### config.mk
export PLATFORM = sky130hd
export DESIGN_NAME = flash_maint_seq
export DESIGN_NICKNAME = d
export VERILOG_FILES = /design/src/rtl/fseq_pkg.sv /design/src/rtl/fseq_poll_timer.sv /design/src/rtl/fseq_id_pack.sv /design/src/rtl/flash_maint_seq.sv
export SDC_FILE = /design/constraint.sdc
export NUM_CORES = 1
export LEC_CHECK = 0
export BUFFER_PORTS_ARGS = -buffer_cell sky130_fd_sc_hd__buf_2
export CORE_AREA = 2 2 101 103
export DETAILED_ROUTE_END_ITERATION = 16
export DIE_AREA = 0 0 103 105
export PLACE_DENSITY = 0.74
export SLEW_MARGIN = 10
export SYNTH_ARGS = -nofsm -noshare
export SYNTH_HDL_FRONTEND = slang
export SYNTH_SLANG_ARGS = --single-unit
### constraint.sdc
create_clock -name clk -period 4.2 [get_ports clk]
set_clock_uncertainty 0.1 [all_clocks]
set_input_delay 0.42 -clock clk [delete_from_list [all_inputs] [get_ports clk]]
set_output_delay 0.42 -clock clk [all_outputs]
set_load 0.1 [all_outputs]
### src/rtl/fseq_pkg.sv
package fseq_pkg;
    typedef enum logic [3:0] {
        S_IDLE, S_WEN, S_ERS, S_FLS, S_STAT, S_PAUSE, S_IDRD, S_STOP, S_WDIS
    } fseq_state_e;

    typedef enum logic [1:0] {
        OP_SECT = 2'd0,
        OP_CHIP = 2'd1,
        OP_ID   = 2'd2,
        OP_WDIS = 2'd3
    } fseq_op_e;

    localparam logic [7:0] OPC_WREN = 8'h06;
    localparam logic [7:0] OPC_WRDI = 8'h04;
    localparam logic [7:0] OPC_RDSR = 8'h05;
    localparam logic [7:0] OPC_RDID = 8'h9F;
endpackage

### src/rtl/fseq_poll_timer.sv
module fseq_poll_timer #(
    parameter int LIM_W    = 14,
    parameter int PAUSE_W  = 3,
    parameter int POLL_CYC = 4
) (
    input  logic             clk,
    input  logic             rst_n,
    input  logic             arm,
    input  logic             hit,
    input  logic [LIM_W-1:0] limit,
    output logic             over,
    output logic             waiting
);
    typedef struct packed {
        logic [LIM_W-1:0]   tries;
        logic [PAUSE_W-1:0] wcnt;
    } tmr_t;

    tmr_t tmr_d, tmr_q;

    always_comb begin
        tmr_d = tmr_q;
        if (arm) begin
            tmr_d.tries = '0;
            tmr_d.wcnt  = '0;
        end else if (hit) begin
            tmr_d.tries = tmr_q.tries + 1'b1;
            tmr_d.wcnt  = PAUSE_W'(POLL_CYC);
        end else if (tmr_q.wcnt != '0) begin
            tmr_d.wcnt = tmr_q.wcnt - 1'b1;
        end
    end

    always_ff @(posedge clk or negedge rst_n) begin
        if (!rst_n) tmr_q <= '0;
        else        tmr_q <= tmr_d;
    end

    assign over    = (tmr_q.tries == limit);
    assign waiting = (tmr_q.wcnt != '0);

    // the sequencer never counts a busy reading past the limit
    p_no_hit_over_r11: assert property (@(posedge clk) disable iff (!rst_n)
        over |-> !hit);
endmodule

### src/rtl/fseq_id_pack.sv
module fseq_id_pack (
    input  logic        clk,
    input  logic        rst_n,
    input  logic        load,
    input  logic [1:0]  idx,
    input  logic [7:0]  din,
    output logic [23:0] id
);
    logic [23:0] id_d, id_q;

    always_comb begin
        id_d = id_q;
        for (int b = 0; b < 3; b++) begin
            if (load && idx == 2'(b)) id_d[8*b +: 8] = din;
        end
    end

    always_ff @(posedge clk or negedge rst_n) begin
        if (!rst_n) id_q <= '0;
        else        id_q <= id_d;
    end

    assign id = id_q;

    p_lane1_r6: assert property (@(posedge clk) disable iff (!rst_n)
        (load && idx == 2'd1) |=> (id[15:8] == $past(din)));
    p_hold_r7: assert property (@(posedge clk) disable iff (!rst_n)
        !load |=> $stable(id));
endmodule

### src/rtl/flash_maint_seq.sv
module flash_maint_seq
    import fseq_pkg::*;
#(
    parameter int         ADDR_W     = 24,
    parameter logic [7:0] SECT_OP    = 8'h20,
    parameter logic [7:0] CHIP_OP    = 8'hC7,
    parameter int         SECT_LIMIT = 1000,
    parameter int         CHIP_LIMIT = 10000,
    parameter int         POLL_CYC   = 4
) (
    input  logic              clk,
    input  logic              rst_n,
    input  logic              start,
    input  logic [1:0]        op_sel,
    input  logic [ADDR_W-1:0] sector_addr,
    output logic              busy,
    output logic              done,
    output logic              error,
    output logic [23:0]       dev_id,
    output logic              tx_start,
    output logic [7:0]        tx_opcode,
    output logic [ADDR_W-1:0] tx_addr,
    output logic [1:0]        tx_addr_bytes,
    output logic              tx_write,
    output logic [1:0]        tx_rd_count,
    input  logic              tx_done,
    output logic              flush_req,
    input  logic              flush_done,
    output logic              stop_req,
    input  logic              rx_valid,
    input  logic [7:0]        rx_data,
    output logic              rx_ready
);
    localparam int BIG_LIM = (CHIP_LIMIT > SECT_LIMIT) ? CHIP_LIMIT : SECT_LIMIT;
    localparam int LIM_W   = $clog2(BIG_LIM + 1);
    localparam int PAUSE_W = $clog2(POLL_CYC + 2);

    typedef struct packed {
        fseq_state_e       st;
        fseq_op_e          op;
        logic              txs;
        logic [7:0]        opc;
        logic [ADDR_W-1:0] adr;
        logic [1:0]        nadr;
        logic              wr;
        logic [1:0]        cnt;
        logic              fl;
        logic              sp;
        logic              dn;
        logic              er;
        logic [1:0]        idx;
    } seq_t;

    seq_t q_q, q_d;
    logic arm, hit, id_ld, over, wait_busy, rdy;
    logic [LIM_W-1:0] limit;

    assign limit = (q_q.op == OP_CHIP) ? LIM_W'(CHIP_LIMIT) : LIM_W'(SECT_LIMIT);

    fseq_poll_timer #(.LIM_W(LIM_W), .PAUSE_W(PAUSE_W), .POLL_CYC(POLL_CYC)) tmr_i (
        .clk(clk), .rst_n(rst_n), .arm(arm), .hit(hit), .limit(limit),
        .over(over), .waiting(wait_busy)
    );

    fseq_id_pack idp_i (
        .clk(clk), .rst_n(rst_n), .load(id_ld), .idx(q_q.idx), .din(rx_data), .id(dev_id)
    );

    always_comb begin
        q_d     = q_q;
        q_d.txs = 1'b0;
        q_d.fl  = 1'b0;
        q_d.sp  = 1'b0;
        q_d.dn  = 1'b0;
        arm     = 1'b0;
        hit     = 1'b0;
        id_ld   = 1'b0;
        rdy     = 1'b0;
        case (q_q.st)
            S_IDLE: if (start) begin
                q_d.er   = 1'b0;
                q_d.op   = fseq_op_e'(op_sel);
                q_d.adr  = sector_addr;
                q_d.nadr = 2'd0;
                q_d.cnt  = 2'd0;
                q_d.wr   = 1'b1;
                if (fseq_op_e'(op_sel) == OP_ID) begin
                    q_d.fl = 1'b1;
                    q_d.st = S_FLS;
                end else begin
                    q_d.txs = 1'b1;
                    q_d.opc = (fseq_op_e'(op_sel) == OP_WDIS) ? OPC_WRDI : OPC_WREN;
                    q_d.st  = (fseq_op_e'(op_sel) == OP_WDIS) ? S_WDIS : S_WEN;
                end
            end
            S_WEN: if (tx_done) begin
                q_d.txs  = 1'b1;
                q_d.opc  = (q_q.op == OP_SECT) ? SECT_OP : CHIP_OP;
                q_d.nadr = (q_q.op == OP_SECT) ? 2'd3 : 2'd0;
                q_d.st   = S_ERS;
            end
            S_ERS: if (tx_done) begin
                q_d.fl = 1'b1;
                q_d.st = S_FLS;
            end
            S_FLS: if (flush_done) begin
                q_d.txs  = 1'b1;
                q_d.wr   = 1'b0;
                q_d.nadr = 2'd0;
                if (q_q.op == OP_ID) begin
                    q_d.opc = OPC_RDID;
                    q_d.cnt = 2'd3;
                    q_d.idx = 2'd0;
                    q_d.st  = S_IDRD;
                end else begin
                    q_d.opc = OPC_RDSR;
                    q_d.cnt = 2'd0;
                    arm     = 1'b1;
                    q_d.st  = S_STAT;
                end
            end
            S_STAT: begin
                rdy = 1'b1;
                if (rx_valid) begin
                    if (!rx_data[0]) begin
                        q_d.sp = 1'b1;
                        q_d.st = S_STOP;
                    end else if (over) begin
                        q_d.er = 1'b1;
                        q_d.sp = 1'b1;
                        q_d.st = S_STOP;
                    end else begin
                        hit    = 1'b1;
                        q_d.st = S_PAUSE;
                    end
                end
            end
            S_PAUSE: if (!wait_busy) q_d.st = S_STAT;
            S_IDRD: begin
                rdy = 1'b1;
                if (rx_valid) begin
                    id_ld   = 1'b1;
                    q_d.idx = q_q.idx + 1'b1;
                    if (q_q.idx == 2'd2) begin
                        q_d.sp = 1'b1;
                        q_d.st = S_STOP;
                    end
                end
            end
            S_STOP, S_WDIS: if (tx_done) begin
                q_d.dn = 1'b1;
                q_d.st = S_IDLE;
            end
            default: q_d.st = S_IDLE;
        endcase
    end

    always_ff @(posedge clk or negedge rst_n) begin
        if (!rst_n) q_q <= '0;
        else        q_q <= q_d;
    end

    assign busy          = (q_q.st != S_IDLE);
    assign done          = q_q.dn;
    assign error         = q_q.er;
    assign tx_start      = q_q.txs;
    assign tx_opcode     = q_q.opc;
    assign tx_addr       = q_q.adr;
    assign tx_addr_bytes = q_q.nadr;
    assign tx_write      = q_q.wr;
    assign tx_rd_count   = q_q.cnt;
    assign flush_req     = q_q.fl;
    assign stop_req      = q_q.sp;
    assign rx_ready      = rdy;

    p_done_pulse_r8: assert property (@(posedge clk) disable iff (!rst_n)
        done |=> !done);
    p_wren_first_r2: assert property (@(posedge clk) disable iff (!rst_n)
        (!busy && start && !op_sel[1]) |=> (tx_start && tx_opcode == 8'h06 && tx_write));
    p_clear_stops_r5: assert property (@(posedge clk) disable iff (!rst_n)
        (q_q.st == S_STAT && rx_valid && !rx_data[0]) |=> stop_req);
    p_timeout_err_r11: assert property (@(posedge clk) disable iff (!rst_n)
        (q_q.st == S_STAT && rx_valid && rx_data[0] && over) |=> (error && stop_req));
    p_err_clear_r12: assert property (@(posedge clk) disable iff (!rst_n)
        (!busy && start) |=> !error);
    p_pause_hold_r13: assert property (@(posedge clk) disable iff (!rst_n)
        (q_q.st == S_PAUSE && wait_busy) |=> (q_q.st == S_PAUSE && !rx_ready));
endmodule

==> results of run 1 <==
==> layout by cell type (no fill, tap or decap), drive strengths merged, types with 2 or more instances in the layout <==
| master | n |
|---|---|
| a21o | 2 |
| clkinv | 2 |
| o211ai | 3 |
| clkbuf | 11 |
| xnor2 | 4 |
| and3 | 4 |
| nor2b | 5 |
| o21ai | 14 |
| xor2 | 5 |
| nor4b | 3 |
| nor3 | 9 |
| ha | 7 |
| mux2 | 26 |
| o22ai | 2 |
| nor3b | 3 |
| nor2 | 21 |
| nand2b | 3 |
| nand4 | 3 |
| or4 | 4 |
| buf | 110 |
| dfrtp | 88 |
| nand2 | 96 |
| o21a | 2 |
| o311ai | 3 |
| mux2i | 3 |
| inv | 17 |
| o31ai | 6 |
| or2 | 2 |
| nor4 | 3 |
| nand3 | 17 |
| a21oi | 8 |
==> metal layers <==
layer / part of all wire (%) / global-route usage (%)
met5: 0 / 0
met4: 1.9 / 6.95
met3: 4.8 / 4.28
met2: 51 / 29.3
met1: 42 / 22.6
==> flip-flops by register name, indices dropped and copies added, names as in the netlist <==
register / flops
tx_rd_count: 1
error: 1
tx_start: 1
tx_write: 1
flush_req: 1
idp_i.id: 24
tmr_i.tmr_q: 17
tx_opcode: 7
done: 1
stop_req: 1
tx_addr_bytes: 1
tx_addr: 24
q_q: 8
==> path summary, 6_finish.rpt <==
check / depth (start not counted) / to / from
max in group asynchronous: 1 / tmr_i.tmr_q[5]$_DFFE_PN0P_ / rst_n
min in group clk: 3 / tx_addr[2]$_DFFE_PN0P_ / sector_addr[2]
min reg2reg: 2 / tx_addr[2]$_DFFE_PN0P_ / tx_addr[2]$_DFFE_PN0P_
max: 5 / tmr_i.tmr_q[4]$_DFFE_PN0P_ / q_q[48]$_DFFE_PN0P_
min: 1 / tmr_i.tmr_q[3]$_DFFE_PN0P_ / rst_n
max reg2reg: 5 / tmr_i.tmr_q[4]$_DFFE_PN0P_ / q_q[48]$_DFFE_PN0P_
==> cells by family after synthesis <==
family | after synthesis | share of synthesized area [%]
flip-flops | 88 | 51.4
XOR/XNOR | 9 | 1.84
AND/OR/NAND/NOR | 176 | 19.6
multiplexers | 29 | 7.54
adder cells (fa/ha/maj) | 7 | 2.05
AO/OA/AOI/OAI | 51 | 8.04
buffers and inverters | 68 | 9.44
==> worst reg2reg max path: cells and delay by family, from the launching register on <==
family,cells,cell delay [ps]
AOI/OAI and AO/OA,1,880
and+or+nand+nor,3,780
DFF,1,570
muxes,1,290
==> area by class of cell <==
| class | count | area [µm²] | share of cell area, % |
|---|---|---|---|
| clock buffers | 11 | 141 | 2.92 |
| clock inverters | 4 | 30.0 | 0.621 |
| inverters | 16 | 60.1 | 1.24 |
| multi-input cells | 272 | 1670 | 34.6 |
| flip-flops and latches | 88 | 2200 | 45.5 |
| well taps | 133 | 166 | 3.44 |
| repair buffers | 110 | 561 | 11.6 |
==> metrics by stage <==
| stage | utilization, % | instance area, µm² | setup WS [ps] |
|---|---|---|---|
| 2_1_floorplan | - | 4280 | 1170 |
| 3_3_place_gp | 48.4 | 4660 | 1590 |
| 3_5_place_dp | 48.4 | 4660 | 1490 |
| 4_1_cts | 50.2 | 4830 | 1480 |
| 5_1_grt | 50.2 | 4830 | 1240 |
| 6_report | 50.2 | 4830 | 1470 |
==> impl_metrics.py, run 1 <==
metrics = {
    "logic_synthesis": {
        "synth_nets": 475,
        "netlist_area_um2": 4280,
        "synth_edf_count": 0,
        "yosysWarnings": 0,
        "synth_ff_type": "dfrtp_1",
        "synth.most_common_cell": "nand2_1",
        "synth-seq-area-share_pct": 51.4,
        "yosys.cell_types.count": 51,
        "postSynthCellCount": 428,
        "netlist_top_cells_area": "dfrtp_1, nand2_1, buf_4",
        "ys_top_cells_by_count": "nand2_1, dfrtp_1, buf_4, mux2_2, nor2_1",
        "syn_area_per_cell_um2": 10.0,
        "yosysTopAreaCell": "dfrtp_1",
        "ys_async_sr_fraction_pct": 100,
        "synth-seq-cells": 88,
        "synth_top_area_share_pct": 51.4,
    },
    "sta": {
        "rsz0062_at_grt": "false",
        "fin_crit_sh_pct": 65.0,
        "tns_ps": 0,
        "worstMarginPinSlew_ps": 1080,
        "slew_violations": 0,
        "hold_ws_ps": 132,
        "setup_viol": 0,
        "min_period_ps": 2730,
        "max_freq_mhz": 366,
        "hold_viol": 0,
        "relSlewSlack_pct": 27.8,
    },
    "setup_path": {
        "reg2reg_slack_ps": 1470,
        "end_kind": "register",
        "path_class": "reg -> reg",
        "crit_path_frequent_cell": "nor2_1",
        "cp.arrival_ps": 2880,
        "startpoint_type": "register",
        "worstPathRequired_ps": 4350,
        "crit_buf_inv": 0,
        "cp_top_family": "compound AO/OA/AOI/OAI gates",
        "critPathMaxFanout": 16,
        "crit_slowest_cell": "a21oi_1",
        "crit_chain": "nor2_1 -> nand2_1 -> a21oi_1 -> nor2_1 -> mux2_2",
        "max_stage_delay_ps": 880,
    },
    "clock_network": {
        "cts_buffers": 9,
        "cts_tree": "yes",
        "clockBufferDepth": 2,
        "cts_setup_buffers": 0,
        "ctsHoldBuffers": 0,
        "root_buffer": "clkbuf_8",
        "cts_resized": 0,
        "clock_latency_ps": 360,
        "cts_sinks": 88,
        "cts.clk_slew.worst_paths_ps": 80,
        "htreeDepth": 3,
    },
    "final_layout": {
        "layout-drive-gt1-share_pct": 31.9,
        "num-nets-final": 544,
        "layout.cells.non_filler": 634,
        "fillers": 917,
        "antenna_cells": 0,
        "area_delta_synth_final_pct": 12.9,
    },
    "floorplan": {
        "ios": 108,
        "die_h_um": 105,
        "die-area_um2": 10800,
        "initial_core_util_pct": 44.4,
        "fp.dieW_um": 103,
        "rows": 36,
        "core_area_um2": 9640,
    },
    "routing": {
        "first_pass_iters": 4,
        "drt_iter0_markers": 136,
        "post-route-drc-count": 0,
        "wl_per_cell_um": 14.6,
        "wl_mm": 9.28,
        "routed-via-count": 3224,
        "routed_via_density": 5.09,
        "ant_nets": 0,
    },
    "run": {
        "drv_cap": 0,
    },
    "global_routing": {
        "grt_max_degree": 89,
        "grt_pass1_vias": 3116,
        "antenna_found_initial": 0,
        "grt_use_total_pct": 17.9,
        "grt-ovfl-total": 0,
        "grt_pass1_wl_mm": 15.2,
    },
    "place": {
        "portBuffers": 107,
        "hpwl_mm": 6.60,
        "dp_cells": 619,
        "gp_congestion": 0.871,
    },
    "hold_path": {
        "hold_class": "in -> async",
    },
    "outcome": {
        "status": "finished, final reports clean",
    },
}
Power of run 1 is not shown: default switching activity piles up to over one toggle a cycle in this logic, so the estimate is an artifact.
==> run 2: changes to the inputs <==
==> constraint.sdc (replaced) <==
create_clock -name clk -period 2.6 [get_ports clk]
set_clock_uncertainty 0.1 [all_clocks]
set_input_delay 0.26 -clock clk [delete_from_list [all_inputs] [get_ports clk]]
set_output_delay 0.26 -clock clk [all_outputs]
set_load 0.1 [all_outputs]
==> impl_metrics.py, run 2 (synthesis results as in run 1) <==
metrics = {
    "sta": {
        "min_period_ps": 2330,
        "max_freq_mhz": 430,
        "fin_crit_sh_pct": 89.5,
        "rsz0062_at_grt": "false",
        "slew_violations": 0,
        "hold_viol": 0,
        "worstMarginPinSlew_ps": 506,
        "setup_viol": 0,
        "relSlewSlack_pct": 66.3,
        "tns_ps": 0,
    },
    "global_routing": {
        "grt-ovfl-total": 0,
        "grt_max_degree": 57,
        "grt_pass1_vias": 3353,
        "antenna_found_initial": 0,
        "grt_pass1_wl_mm": 15.9,
        "grt_use_total_pct": 18.8,
    },
    "setup_path": {
        "rr_startpoint": "q_q[48]$_DFFE_PN0P_",
        "endpoint": "tmr_i.tmr_q[4]$_DFFE_PN0P_",
        "crit_buf_inv": 0,
        "startpoint_type": "register",
        "end_kind": "register",
        "reg2reg_slack_ps": 270,
        "cp_num_cells": 5,
        "cp_top_family": "simple AND/OR/NAND/NOR gates",
        "cp.arrival_ps": 2480,
        "critPathMaxFanout": 16,
        "crit_chain": "nand2b_4 -> nor3_1 -> nand3_1 -> or2_2 -> mux2_2",
        "crit_slowest_cell": "dfrtp_1",
        "max_stage_delay_ps": 670,
        "reg2reg_to": "tmr_i.tmr_q[4]$_DFFE_PN0P_",
        "worstRegToRegCells": 5,
        "crit_path_start": "q_q[48]$_DFFE_PN0P_",
        "worstPathRequired_ps": 2760,
        "path_class": "reg -> reg",
    },
    "clock_network": {
        "cts.clk_slew.worst_paths_ps": 100,
        "cts_tree": "yes",
        "cts_buffers": 9,
        "clock_latency_ps": 360,
        "root_buffer": "clkbuf_8",
        "cts_sinks": 88,
        "clockBufferDepth": 2,
        "htreeDepth": 3,
        "cts_setup_buffers": 0,
    },
    "floorplan": {
        "ios": 108,
        "initial_core_util_pct": 44.4,
        "die-area_um2": 10800,
        "die_h_um": 105,
        "core_area_um2": 9640,
        "rows": 36,
        "fp.dieW_um": 103,
    },
    "final_layout": {
        "num-nets-final": 576,
        "area_delta_synth_final_pct": 21.1,
        "layout_common_cells": "buf_2, nand2_1, dfrtp_1, mux2_2, dlygate4sd3_1",
        "antenna_cells": 0,
        "final_common_cell": "buf_2",
        "post-route-util_pct": 53.8,
        "final_area_um2": 5180,
        "layout-drive-gt1-share_pct": 31.8,
    },
    "routing": {
        "wl_mm": 9.79,
        "topRoutingLayerUsed": "met4",
        "drt_iter0_markers": 98,
        "post-route-drc-count": 0,
        "routed_via_density": 5.02,
        "wl_per_cell_um": 14.7,
        "wl_met1_mm": 4.13,
        "routed-via-count": 3351,
        "met2WireLength_mm": 5.04,
        "ant_nets": 0,
        "first_pass_iters": 4,
        "wl_met3_um": 501,
    },
    "run": {
        "drv_cap": 0,
    },
    "outcome": {
        "status": "finished, final reports clean",
    },
    "place": {
        "gp_congestion": 0.879,
        "dpl_cell_area_um2": 4730,
        "portBuffers": 107,
        "hpwl_mm": 6.84,
    },
    "hold_path": {
        "hold_class": "in -> reg",
    },
}
-- run 2: changes by cell type in the layout (fill, tap and decap cells not counted), sizes merged --
| cell | change |
|---|---|
| buf | +7 |
| clkbuf | -2 |
| clkinv | -1 |
| dlygate4sd3 | +25 |
| inv | +4 |
-- run 2: timing repair --
action,4_1_cts,5_1_grt
endpoints found under the hold margin,55,1
gates resized for setup,0,1
setup endpoints to repair,0,1
hold buffers,24,1
-- run 2: area by class of cell --
| type | count | area, µm² |
|---|---|---|
| inverter | 16 | 60.1 |
| clock buffer | 9 | 124 |
| multi-input combinational | 272 | 1690 |
| timing repair buffer | 142 | 876 |
| tap | 133 | 166 |
| clock inverter | 7 | 67.6 |
| fill | 863 | 4460 |
| sequential | 88 | 2200 |
-- run 2: how the worst min path moves through the flow --
stage                    startpoint                         end  slack [ps]  depth (start not counted)
CTS                 sector_addr[23]     tx_addr[23]$_DFFE_PN0P_         0.8                          3
floorplan                     rst_n              done$_DFF_PN0_        -140                          0
global placement              rst_n  tmr_i.tmr_q[6]$_DFFE_PN0P_         130                          1
detailed placement            rst_n  tmr_i.tmr_q[6]$_DFFE_PN0P_         130                          1
global route             rx_data[4]    idp_i.id[12]$_DFFE_PN0P_          40                          2
finish                   rx_data[3]     idp_i.id[3]$_DFFE_PN0P_          40                          2
-- run 2: layer usage --
layer / vias up / GRT usage (%)
li1: 1623 / -
met1: 1614 / 23.4
met2: 106 / 32.8
met3: 8 / 4.08
met4: 0 / 4.79
met5: - / 0
-- run 2: per-stage QoR --
| step | setup WS, ps | std cells | hold WS [ps] |
|---|---|---|---|
| 2_1_floorplan | 15.5 | 428 | -136 |
| 3_3_place_gp | 404 | 626 | 130 |
| 3_5_place_dp | 314 | 626 | 132 |
| 4_1_cts | 306 | 666 | 0.751 |
| 5_1_grt | 36.1 | 667 | 40.3 |
| 6_report | 273 | 667 | 43.7 |
Power of run 2 is left out for the same reason.
==> run 3: changes to the inputs <==
--- a/config.mk
+++ b/config.mk
@@ -7,10 +7,11 @@
 export LEC_CHECK = 0
 export BUFFER_PORTS_ARGS = -buffer_cell sky130_fd_sc_hd__buf_2
 export CORE_AREA = 2 2 101 103
+export CTS_BUF_LIST = sky130_fd_sc_hd__clkbuf_4
 export DETAILED_ROUTE_END_ITERATION = 16
 export DIE_AREA = 0 0 103 105
-export PLACE_DENSITY = 0.74
-export SLEW_MARGIN = 10
+export PLACE_DENSITY = 0.77
+export SLEW_MARGIN = 20
 export SYNTH_ARGS = -nofsm -noshare
 export SYNTH_HDL_FRONTEND = slang
 export SYNTH_SLANG_ARGS = --single-unit
==> constraint.sdc (replaced) <==
create_clock -name clk -period 2.07 [get_ports clk]
set_clock_uncertainty 0.1 [all_clocks]
set_input_delay 0.207 -clock clk [delete_from_list [all_inputs] [get_ports clk]]
set_output_delay 0.207 -clock clk [all_outputs]
set_load 0.1 [all_outputs]
==> impl_metrics.py, run 3 (synthesis results as in run 1) <==
metrics = {
    "run": {
        "drv_cap": 0,
    },
    "floorplan": {
        "fp.dieW_um": 103,
        "ios": 108,
        "initial_core_util_pct": 44.4,
        "die-area_um2": 10800,
        "rows": 36,
        "die_h_um": 105,
        "core_area_um2": 9640,
    },
    "setup_path": {
        "crit_slowest_cell": "dfrtp_1",
        "max_stage_delay_ps": 460,
        "cp_top_family": "simple AND/OR/NAND/NOR gates",
        "worstPathRequired_ps": 2330,
        "crit_chain": "nor4b_1 -> o2111ai_1 -> o22ai_2 -> or2_2 -> mux2_2",
        "crit_buf_inv": 0,
        "path_class": "reg -> reg",
        "cp.arrival_ps": 2320,
        "startpoint_type": "register",
        "end_kind": "register",
        "critPathMaxFanout": 5,
    },
    "global_routing": {
        "grt_pass1_vias": 3829,
        "grt_use_total_pct": 21.2,
        "grt_pass1_wl_mm": 18.0,
        "grt_max_degree": 50,
        "grt-ovfl-total": 0,
        "antenna_found_initial": 0,
    },
    "routing": {
        "routed-via-count": 3652,
        "post-route-drc-count": 0,
        "ant_nets": 0,
        "wl_per_cell_um": 15.6,
        "routed_via_density": 5.12,
        "first_pass_iters": 5,
        "drt_iter0_markers": 203,
        "wl_mm": 11.2,
    },
    "place": {
        "hpwl_mm": 7.59,
        "gp_congestion": 0.891,
        "dp_cells": 653,
        "portBuffers": 107,
    },
    "clock_network": {
        "root_buffer": "clkbuf_4",
        "htreeDepth": 3,
        "cts_buffers": 9,
        "clockBufferDepth": 2,
        "clock_latency_ps": 450,
        "cts.clk_slew.worst_paths_ps": 140,
        "cts_sinks": 88,
        "cts_tree": "yes",
    },
    "final_layout": {
        "final_common_cell": "buf_2",
        "layout_common_cells": "buf_2, nand2_1, dfrtp_1, buf_4, dlygate4sd3_1",
        "antenna_cells": 0,
        "layout.cells.non_filler": 713,
        "layout-drive-gt1-share_pct": 36.7,
        "num-nets-final": 622,
        "post-route-util_pct": 58.0,
        "area_delta_synth_final_pct": 30.7,
    },
    "hold_path": {
        "hold_class": "in -> reg",
    },
    "sta": {
        "hold_viol": 0,
        "worstMarginPinSlew_ps": 507,
        "fin_crit_sh_pct": 99.7,
        "hold_ws_ps": 47.9,
        "max_freq_mhz": 484,
        "tns_ps": 0,
        "setup_viol": 0,
        "min_period_ps": 2060,
        "relSlewSlack_pct": 66.4,
        "slew_violations": 0,
    },
    "outcome": {
        "status": "finished, final reports clean",
    },
}
-- run 3: cell count changes in the layout (fill, tap and decap cells not counted), moves of 9 or more --
cell           change
clkbuf_8           -9
buf_4             +34
dlygate4sd3_1     +12
clkbuf_4          +10
-- run 3: path summary, 6_finish.rpt --
path / to / from / slack [ps] / cells past startpoint
min in group asynchronous: tmr_i.tmr_q[6]$_DFFE_PN0P_ / rst_n / 70 / 2
setup / recovery: tmr_i.tmr_q[4]$_DFFE_PN0P_ / tmr_i.tmr_q[13]$_DFFE_PN0P_ / 5 / 5
max in group asynchronous: q_q[48]$_DFFE_PN0P_ / rst_n / 1210 / 3
hold reg to reg: tx_addr[1]$_DFFE_PN0P_ / tx_addr[1]$_DFFE_PN0P_ / 390 / 2
hold / removal: flush_req$_DFF_PN0_ / start / 50 / 3
setup reg to reg: tmr_i.tmr_q[4]$_DFFE_PN0P_ / tmr_i.tmr_q[13]$_DFFE_PN0P_ / 5 / 5
-- run 3: what timing repair did --
action	4_1_cts	5_1_grt
setup buffers	1	5
endpoints found under the setup margin	5	14
hold endpoints to repair	141	0
gates resized for setup	3	10
pin swaps	0	2
hold buffers	37	0
gates cloned	0	1
-- run 3: metrics by stage --
step / worst slack, ps / cell area (µm²)
finish: 5.27 / 5590
global route: -44.1 / 5590
CTS: 31.2 / 5520
detailed placement: 12.8 / 4980
global placement: 88.9 / 4980
floorplan: -366 / 4320
-- run 3: tightest hold or removal path, delay by kind of cell --
kind	cells	cell delay [ps]
compound gates	1	160
buf+inv	1	130
simple gates	1	70
-- run 3: layer usage --
layer  global-route usage [%]  vias to the layer above  wire length [µm]
met5                        0                        -                 0
met4                     9.30                        0               283
met3                     3.68                       32               634
met2                     36.8                      141              5710
met1                     25.3                     1772              4520
li1                         -                     1707                 -
-- run 3: final cells by class --
type | count | area (µm²)
tap | 133 | 166
timing repair buffer | 188 | 1280
sequential | 88 | 2200
multi-input combinational | 272 | 1740
clock buffer | 10 | 75.1
inverter | 16 | 60.1
fill | 827 | 4050
clock inverter | 6 | 68.8
Power of run 3 is left out for the same reason.
